File: config.mk
export PLATFORM = sky130hd
export DESIGN_NAME = zbt_sram
export DESIGN_NICKNAME = d
export VERILOG_FILES = /design/src/rtl/zbt_pkg.sv /design/src/rtl/zbt_burst_addr.sv /design/src/rtl/zbt_cmd_pipe.sv /design/src/rtl/zbt_lane_array.sv /design/src/rtl/zbt_sram.sv
export SDC_FILE = /design/constraint.sdc
export NUM_CORES = 2
export LEC_CHECK = 0
export BUFFER_PORTS_ARGS = -buffer_cell sky130_fd_sc_hd__buf_2
export CORE_ASPECT_RATIO = 1.4
export CORE_MARGIN = 10
export CORE_UTILIZATION = 45
export CTS_BUF_LIST = sky130_fd_sc_hd__clkbuf_8
export DETAILED_ROUTE_END_ITERATION = 10
export GPL_TIMING_DRIVEN = 0
export MAX_ROUTING_LAYER = met4
export PLACE_DENSITY_LB_ADDON = 0.15
export SKIP_LAST_GASP = 1
export SLEW_MARGIN = 30
export SYNTH_ARGS = -nofsm -noshare
export SYNTH_HDL_FRONTEND = slang
export SYNTH_HIERARCHICAL = 1
export SYNTH_SLANG_ARGS = --single-unit
File: constraint.sdc
create_clock -name clk -period 2.94 [get_ports clk]
set_clock_uncertainty 0.15 [all_clocks]
set_input_delay 0.294 -clock clk [delete_from_list [all_inputs] [get_ports clk]]
set_output_delay 0.294 -clock clk [all_outputs]
set_load 0.02 [all_outputs]
File: src/rtl/zbt_pkg.sv
package zbt_pkg;

   typedef enum logic [1:0] {
      OP_IDLE  = 2'd0,
      OP_READ  = 2'd1,
      OP_WRITE = 2'd2
   } op_e;

   function automatic logic chips_on(input logic a_n, input logic b, input logic c_n);
      return !a_n && b && !c_n;
   endfunction

endpackage

File: src/rtl/zbt_burst_addr.sv
module zbt_burst_addr #(
   parameter int ADDR_W      = 6,
   parameter bit INTERLEAVED = 1'b0
) (
   input  logic              clk,
   input  logic              rst_n,
   input  logic              step_en,
   input  logic              load,
   input  logic [ADDR_W-1:0] addr_in,
   output logic [ADDR_W-1:0] addr_out
);
   localparam int OFS_W = 2;
   localparam int HI_W  = ADDR_W - OFS_W;

   if (ADDR_W <= OFS_W) begin : g_bad_width
      $error("zbt_burst_addr: ADDR_W must exceed burst offset width");
   end

   logic [HI_W-1:0]  hi_q;
   logic [OFS_W-1:0] lo_q, cnt_q, cnt_nx, lo_nx;

   assign cnt_nx = cnt_q + 1'b1;

   if (INTERLEAVED) begin : g_ileave
      assign lo_nx = lo_q ^ cnt_nx;
   end else begin : g_linear
      assign lo_nx = lo_q + cnt_nx;
   end

   assign addr_out = load ? addr_in : {hi_q, lo_nx};

   always_ff @(posedge clk or negedge rst_n) begin
      if (!rst_n) begin
         hi_q  <= '0;
         lo_q  <= '0;
         cnt_q <= '0;
      end else if (step_en) begin
         if (load) begin
            hi_q  <= addr_in[ADDR_W-1:OFS_W];
            lo_q  <= addr_in[OFS_W-1:0];
            cnt_q <= '0;
         end else begin
            cnt_q <= cnt_nx;
         end
      end
   end


   burst_step_chk: assert property (@(posedge clk) disable iff (!rst_n)
      (step_en && !load) |=> (cnt_q == $past(cnt_q) + 1'b1));

endmodule

File: src/rtl/zbt_cmd_pipe.sv
module zbt_cmd_pipe
   import zbt_pkg::*;
#(
   parameter int ADDR_W = 6,
   parameter int LANES  = 4
) (
   input  logic              clk,
   input  logic              rst_n,
   input  logic              ce,
   input  logic              load_n,
   input  logic              write_n,
   input  logic              cs_a_n,
   input  logic              cs_b,
   input  logic              cs_c_n,
   input  logic              sleep,
   input  logic [LANES-1:0]  byte_we_n,
   input  logic [ADDR_W-1:0] addr_in,
   output op_e               op1,
   output logic [ADDR_W-1:0] addr1,
   output op_e               op2,
   output logic [ADDR_W-1:0] addr2,
   output logic [LANES-1:0]  be2
);
   logic             sel;
   op_e              op_nx;
   logic [LANES-1:0] be1;

   assign sel = chips_on(cs_a_n, cs_b, cs_c_n) && !sleep;

   always_comb begin
      if (!load_n) begin
         if (sel) op_nx = write_n ? OP_READ : OP_WRITE;
         else     op_nx = OP_IDLE;
      end else begin
         op_nx = sleep ? OP_IDLE : op1;
      end
   end

   always_ff @(posedge clk or negedge rst_n) begin
      if (!rst_n) begin
         op1   <= OP_IDLE;
         op2   <= OP_IDLE;
         addr1 <= '0;
         addr2 <= '0;
         be1   <= '0;
         be2   <= '0;
      end else if (ce) begin
         op1   <= op_nx;
         addr1 <= addr_in;
         be1   <= ~byte_we_n;
         op2   <= op1;
         addr2 <= addr1;
         be2   <= be1;
      end
   end


   deselect_blocks_chk: assert property (@(posedge clk) disable iff (!rst_n)
      (ce && !load_n && !chips_on(cs_a_n, cs_b, cs_c_n)) |=> (op1 == OP_IDLE));


   sleep_blocks_chk: assert property (@(posedge clk) disable iff (!rst_n)
      (ce && sleep) |=> (op1 == OP_IDLE));


   pending_moves_chk: assert property (@(posedge clk) disable iff (!rst_n)
      (ce && op1 != OP_IDLE) |=> (op2 == $past(op1)));

endmodule

File: src/rtl/zbt_lane_array.sv
module zbt_lane_array #(
   parameter int ADDR_W = 6,
   parameter int LANES  = 4,
   parameter int LANE_W = 9
) (
   input  logic                    clk,
   input  logic                    we,
   input  logic [ADDR_W-1:0]       waddr,
   input  logic [LANES-1:0]        wbe,
   input  logic [LANES*LANE_W-1:0] wdata,
   input  logic [ADDR_W-1:0]       raddr,
   output logic [LANES*LANE_W-1:0] rdata
);
   localparam int DEPTH = 1 << ADDR_W;

   for (genvar g = 0; g < LANES; g++) begin : g_lane
      logic [LANE_W-1:0] store [DEPTH];

      always_ff @(posedge clk) begin
         if (we && wbe[g]) store[waddr] <= wdata[g*LANE_W +: LANE_W];
      end

      assign rdata[g*LANE_W +: LANE_W] = store[raddr];
   end

endmodule

File: src/rtl/zbt_sram.sv
module zbt_sram
   import zbt_pkg::*;
#(
   parameter int ADDR_W            = 6,
   parameter int LANES             = 4,
   parameter int LANE_W            = 9,
   parameter bit BURST_INTERLEAVED = 1'b0
) (
   input  logic                    clk,
   input  logic                    rst_n,
   input  logic                    clk_en_n,
   input  logic                    cs_a_n,
   input  logic                    cs_b,
   input  logic                    cs_c_n,
   input  logic                    write_n,
   input  logic                    load_n,
   input  logic [LANES-1:0]        byte_we_n,
   input  logic                    out_en_n,
   input  logic                    sleep,
   input  logic [ADDR_W-1:0]       addr,
   input  logic [LANES*LANE_W-1:0] dq_in,
   output logic [LANES*LANE_W-1:0] dq_out,
   output logic                    dq_oe
);
   localparam int DATA_W = LANES * LANE_W;

   if (LANES < 1 || LANE_W < 1) begin : g_bad_lanes
      $error("zbt_sram: lane count and width must be positive");
   end

   logic              ce;
   logic [ADDR_W-1:0] cmd_addr, addr1, addr2;
   op_e               op1, op2;
   logic [LANES-1:0]  be2;
   logic [DATA_W-1:0] mem_rd, merged, rd_data_q;
   logic              rd_drive_q, fwd_hit, commit;

   assign ce = !clk_en_n;

   zbt_burst_addr #(.ADDR_W(ADDR_W), .INTERLEAVED(BURST_INTERLEAVED)) u_burst (
      .clk(clk), .rst_n(rst_n), .step_en(ce), .load(!load_n),
      .addr_in(addr), .addr_out(cmd_addr)
   );

   zbt_cmd_pipe #(.ADDR_W(ADDR_W), .LANES(LANES)) u_pipe (
      .clk(clk), .rst_n(rst_n), .ce(ce), .load_n(load_n), .write_n(write_n),
      .cs_a_n(cs_a_n), .cs_b(cs_b), .cs_c_n(cs_c_n), .sleep(sleep),
      .byte_we_n(byte_we_n), .addr_in(cmd_addr),
      .op1(op1), .addr1(addr1), .op2(op2), .addr2(addr2), .be2(be2)
   );

   assign commit = ce && (op2 == OP_WRITE);

   zbt_lane_array #(.ADDR_W(ADDR_W), .LANES(LANES), .LANE_W(LANE_W)) u_array (
      .clk(clk), .we(commit), .waddr(addr2), .wbe(be2), .wdata(dq_in),
      .raddr(addr1), .rdata(mem_rd)
   );

   assign fwd_hit = (op2 == OP_WRITE) && (addr2 == addr1);

   for (genvar g = 0; g < LANES; g++) begin : g_fwd
      assign merged[g*LANE_W +: LANE_W] = (fwd_hit && be2[g]) ?
         dq_in[g*LANE_W +: LANE_W] : mem_rd[g*LANE_W +: LANE_W];
   end

   always_ff @(posedge clk or negedge rst_n) begin
      if (!rst_n) begin
         rd_drive_q <= 1'b0;
         rd_data_q  <= '0;
      end else if (ce) begin
         rd_drive_q <= (op1 == OP_READ);
         if (op1 == OP_READ) rd_data_q <= merged;
      end
   end

   assign dq_out = rd_data_q;
   assign dq_oe  = rd_drive_q && !out_en_n && !sleep;


   bus_release_chk: assert property (@(posedge clk) disable iff (!rst_n)
      (ce && op1 != OP_READ) |=> !rd_drive_q);


   freeze_hold_chk: assert property (@(posedge clk) disable iff (!rst_n)
      !ce |=> ($stable(rd_drive_q) && $stable(rd_data_q)));


   write_bypass_chk: assert property (@(posedge clk) disable iff (!rst_n)
      (ce && op1 == OP_READ && op2 == OP_WRITE && addr1 == addr2 && be2 == '1)
      |=> (rd_data_q == $past(dq_in)));

endmodule

==> flow_summary_export.csv <==
group,metric,value,unit
sta,final.period_utilization,112.7,%
setup_path,crit_chain,"buf_8, buf_6, buf_6, nand2_2, buf_4, o22ai_1, nor2_2, nand2_1, a2bb2oi_2, o31ai_2, a31oi_1",
routing,drt_iter0_drc,6563,
sta,slew_viol_final,0,
setup_path,crit_path_top_delay_cell,"dfrtp_4",
die,row_count,196,
hold_path,min-delay-start,"addr[4]",
power,powerDensity,761.6,mW/mm2
synthesis,synth_fp_nets,4411,
synthesis,postSynthAreaPerCell,21.10,um2
setup_path,path_class,"reg -> reg",
synthesis,synthCells,4354,
global_routing,grt_pass1_wl,448500,um
routing,drtPass1Iterations,6,
sta,fin_ws,-0.3746,ns
sta,relSlewSlack,22.28,%
power,leakagePower,35.40,nW
outcome,violations,"antenna violations, negative setup slack",
finish,fillCellCount,15340,
global_routing,grt_pass1_vias,51220,
global_routing,gr-total-overflow,0,
hold_path,holdPathStages,4,
sta,min_period,3.315,ns
hold_path,worstHoldPathType,"in -> reg",
placement,place_area,0.09753,mm2
placement,place.port_buffers,92,
cts,cts_buffers,361,
sta,rsz0062_at_grt,"true",
setup_path,max_stage_delay,0.60,ns
cts,clock_latency,1.01,ns
sta,fmax,0.3017,GHz
global_routing,grtUsageTotal,30.65,%
die,initial_core_util,45.18,%
finish,final_core_util,55.32,%
synthesis,ys_async_sr_fraction,2.908,%
finish,drive_gt1_share,40.69,%
cts,htreeDepth,5,
sta,hold_viol,0,
cts,cts_tree,"built",
setup_path,reg2reg_from,"u_pipe/addr1[1]",
synthesis,synth_seq_cells,2373,
cts,clkSlewWorstSetupHoldPaths,0.06,ns
die,die_area,0.2228,mm2
setup_path,r2r_cells,11,
setup_path,cp_top_family,"buffers and inverters",
outcome,status,"complete, but fails checks",
finish,fin_area,0.1125,mm2
finish,syn2layout_area_growth,22.43,%
die,die_y,554.6,um
power,power.total,0.08564,W
routing,vias,52170,
routing,ant_nets,1,
die,die_width,401.8,um
routing,routedWlPerCell,42.02,um
global_routing,grt_max_degree,66,
setup_path,path_max_fanout,10,
routing,viasPerCell,6.481,
routing,drc_errors,0,
setup_path,reg2reg_slack,-0.37,ns
cts,clock-root-buffer,"clkbuf_8",
global_routing,antenna_found_initial,15,
sta,setup_viol,749,
finish,fin_nets,5140,
routing,wirelength,338200,um
setup_path,r2r_end,"dq_out[24]",
synthesis,ys_warn_count,6,
synthesis,syn_area,0.09185,mm2
setup_path,crit_top_cell,"buf_6",
cts,clockBufferDepth,4,
synthesis,synth-edff-count,2304,
die,core_area,0.2033,mm2
die,ios,93,
placement,dp_slack,-2.291,ns
power,irDropWorstVdd,0.4574,mV
sta,final.setup.tns,-45.62,ns
setup_path,cp.buffers_inverters,4,
setup_path,worstPathArrival,4.03,ns
setup_path,cp_data_required_time,3.66,ns
sta,tightest_slew,1.166,ns
placement,place_congestion,0.9799,
synthesis,synth_cell_types,60,
setup_path,start_kind,"flip-flop",
hold_path,hold_end,"u_pipe/addr1[4]",
synthesis,synth_ff_type,"edfxtp_1",
placement,dpl.hpwl,230600,um
synthesis,seq_area_frac_synth,77.20,%
cts,clock_sinks,2373,
job,max_cap_viol_count,0,
setup_path,worstSetupEndpointType,"flip-flop",
==> worst min-delay path, stage by stage <==
cell and delay [ns]:
dlygate4sd3_1 0.52, buf_2 0.11, mux2_2 0.15, mux2_4 0.13
==> cell families after synthesis <==
group                      synth area share (%)
AOI/OAI and AO/OA                         2.821
xor gates and xnor gates                0.08582
adders and majority gates               0.01362
buffers and inverters                     1.471
DFF                                       77.20
muxes                                     15.51
and+or+nand+nor                           2.896
==> worst max-delay path by stage <==
stage                     from  slack [ns]  cells past startpoint          to
2_1_floorplan  u_pipe/addr1[0]        0.39                     11  dq_out[15]
3_3_place_gp   u_pipe/addr1[1]       -3.07                     10  dq_out[23]
3_5_place_dp   u_pipe/addr1[2]       -2.29                      9  dq_out[17]
4_1_cts        u_pipe/addr1[0]       -0.31                     12  dq_out[15]
5_1_grt        u_pipe/addr1[0]       -0.35                     11   dq_out[5]
6_report       u_pipe/addr1[1]       -0.37                     11  dq_out[24]
==> synth_stat cells, types with 11 or more instances <==
master | count | area [um2]
a21oi_1 | 36 | 180.2
a221oi_1 | 21 | 183.9
a2bb2oi_1 | 11 | 96.34
a31oi_1 | 36 | 225.2
buf_1 | 17 | 63.81
buf_2 | 77 | 385.4
buf_4 | 30 | 225.2
clkbuf_1 | 133 | 499.2
dfrtp_1 | 69 | 1727
edfxtp_1 | 2304 | 69190
inv_1 | 12 | 45.04
mux2_2 | 34 | 382.9
mux2_4 | 20 | 300.3
mux2i_1 | 86 | 860.8
mux4_2 | 564 | 12700
nand2_1 | 122 | 457.9
nand2b_1 | 12 | 75.07
nand4_1 | 36 | 225.2
nor2_1 | 338 | 1269
nor2b_1 | 15 | 93.84
nor3_1 | 21 | 105.1
nor4_1 | 25 | 156.4
o21ai_0 | 28 | 140.1
o221ai_1 | 17 | 148.9
o22a_1 | 14 | 122.6
o22ai_1 | 155 | 969.7
o31ai_1 | 36 | 270.3
==> cell type report <==
| class | instances | area, um2 | share of cell area, % |
|---|---|---|---|
| Clock inverter | 262 | 1179 | 1.048 |
| Buffer | 259 | 3078 | 2.737 |
| Clock buffer | 373 | 5134 | 4.565 |
| Inverter | 12 | 45.04 | 0.04005 |
| Multi-Input combinational cell | 1702 | 24290 | 21.60 |
| Sequential cell | 2373 | 70930 | 63.07 |
| Tap cell | 2673 | 3344 | 2.974 |
| Timing Repair Buffer | 374 | 4409 | 3.921 |
| Antenna cell | 21 | 52.55 | 0.04673 |
==> flip-flops by register name, summed over array words and instances, names as in the netlist <==
name	count
u_array/g_lane.store	2304
dq_out	36
u_pipe/addr1	6
u_pipe/addr2	6
u_burst/hi_q	4
u_pipe/be1	4
u_pipe/be2	4
u_burst/cnt_q	2
u_burst/lo_q	2
u_pipe/op1	2
u_pipe/op2	2
rd_drive_q	1
==> power breakdown <==
group	total, W	internal (W)	switching, W
Sequential	0.0376	0.0373	0.000275
Combinational	0.0232	0.00890	0.0143
Clock	0.0249	0.0120	0.0129
==> per-layer routing <==
metal  track usage [%]  vias to the layer above  share of wire, %
met5                 -                        -                 0
met4             22.67                        0               9.2
met3             7.189                      957               9.4
met1             34.24                    28130                33
met2             48.12                     3261                48
li1                  -                    19820                 -
==> per-stage QoR <==
stage	hold slack [ns]	std cells
3_5_place_dp	0.02043	7178
4_1_cts	0.02190	7976
3_3_place_gp	0.3215	7119
2_1_floorplan	-0.1516	4354
5_1_grt	0.1026	8036
6_report	0.1047	8049
==> placed cells by master (no fill, tap or decap), types with 34 or more instances in the layout <==
master and instances:
dlygate4sd3_1 79, buf_6 34, buf_2 67, edfxtp_1 2304
buf_12 74, clkinv_1 84, nand2_1 87, buf_16 61
clkinv_2 39, clkbuf_8 394, clkbuf_2 44, mux4_2 564
o22ai_4 60, inv_1 133, nor2_4 249, buf_4 157
o22ai_1 48, mux2i_1 60, nand4_1 36, a31oi_1 36
o22ai_2 47, dfrtp_1 64, nor2_1 68
==> what timing repair did <==
| action | 4_1_cts | 5_1_grt |
|---|---|---|
| cloned | 8 | 10 |
| gates resized for setup | 1165 | 182 |
| hold buffers | 80 | 0 |
| endpoints found under the setup margin | 2340 | 730 |
| pin swaps | 71 | 84 |
| hold endpoints to repair | 2436 | 0 |
| setup buffers | 82 | 46 |
(Power assumes the default switching activity.)
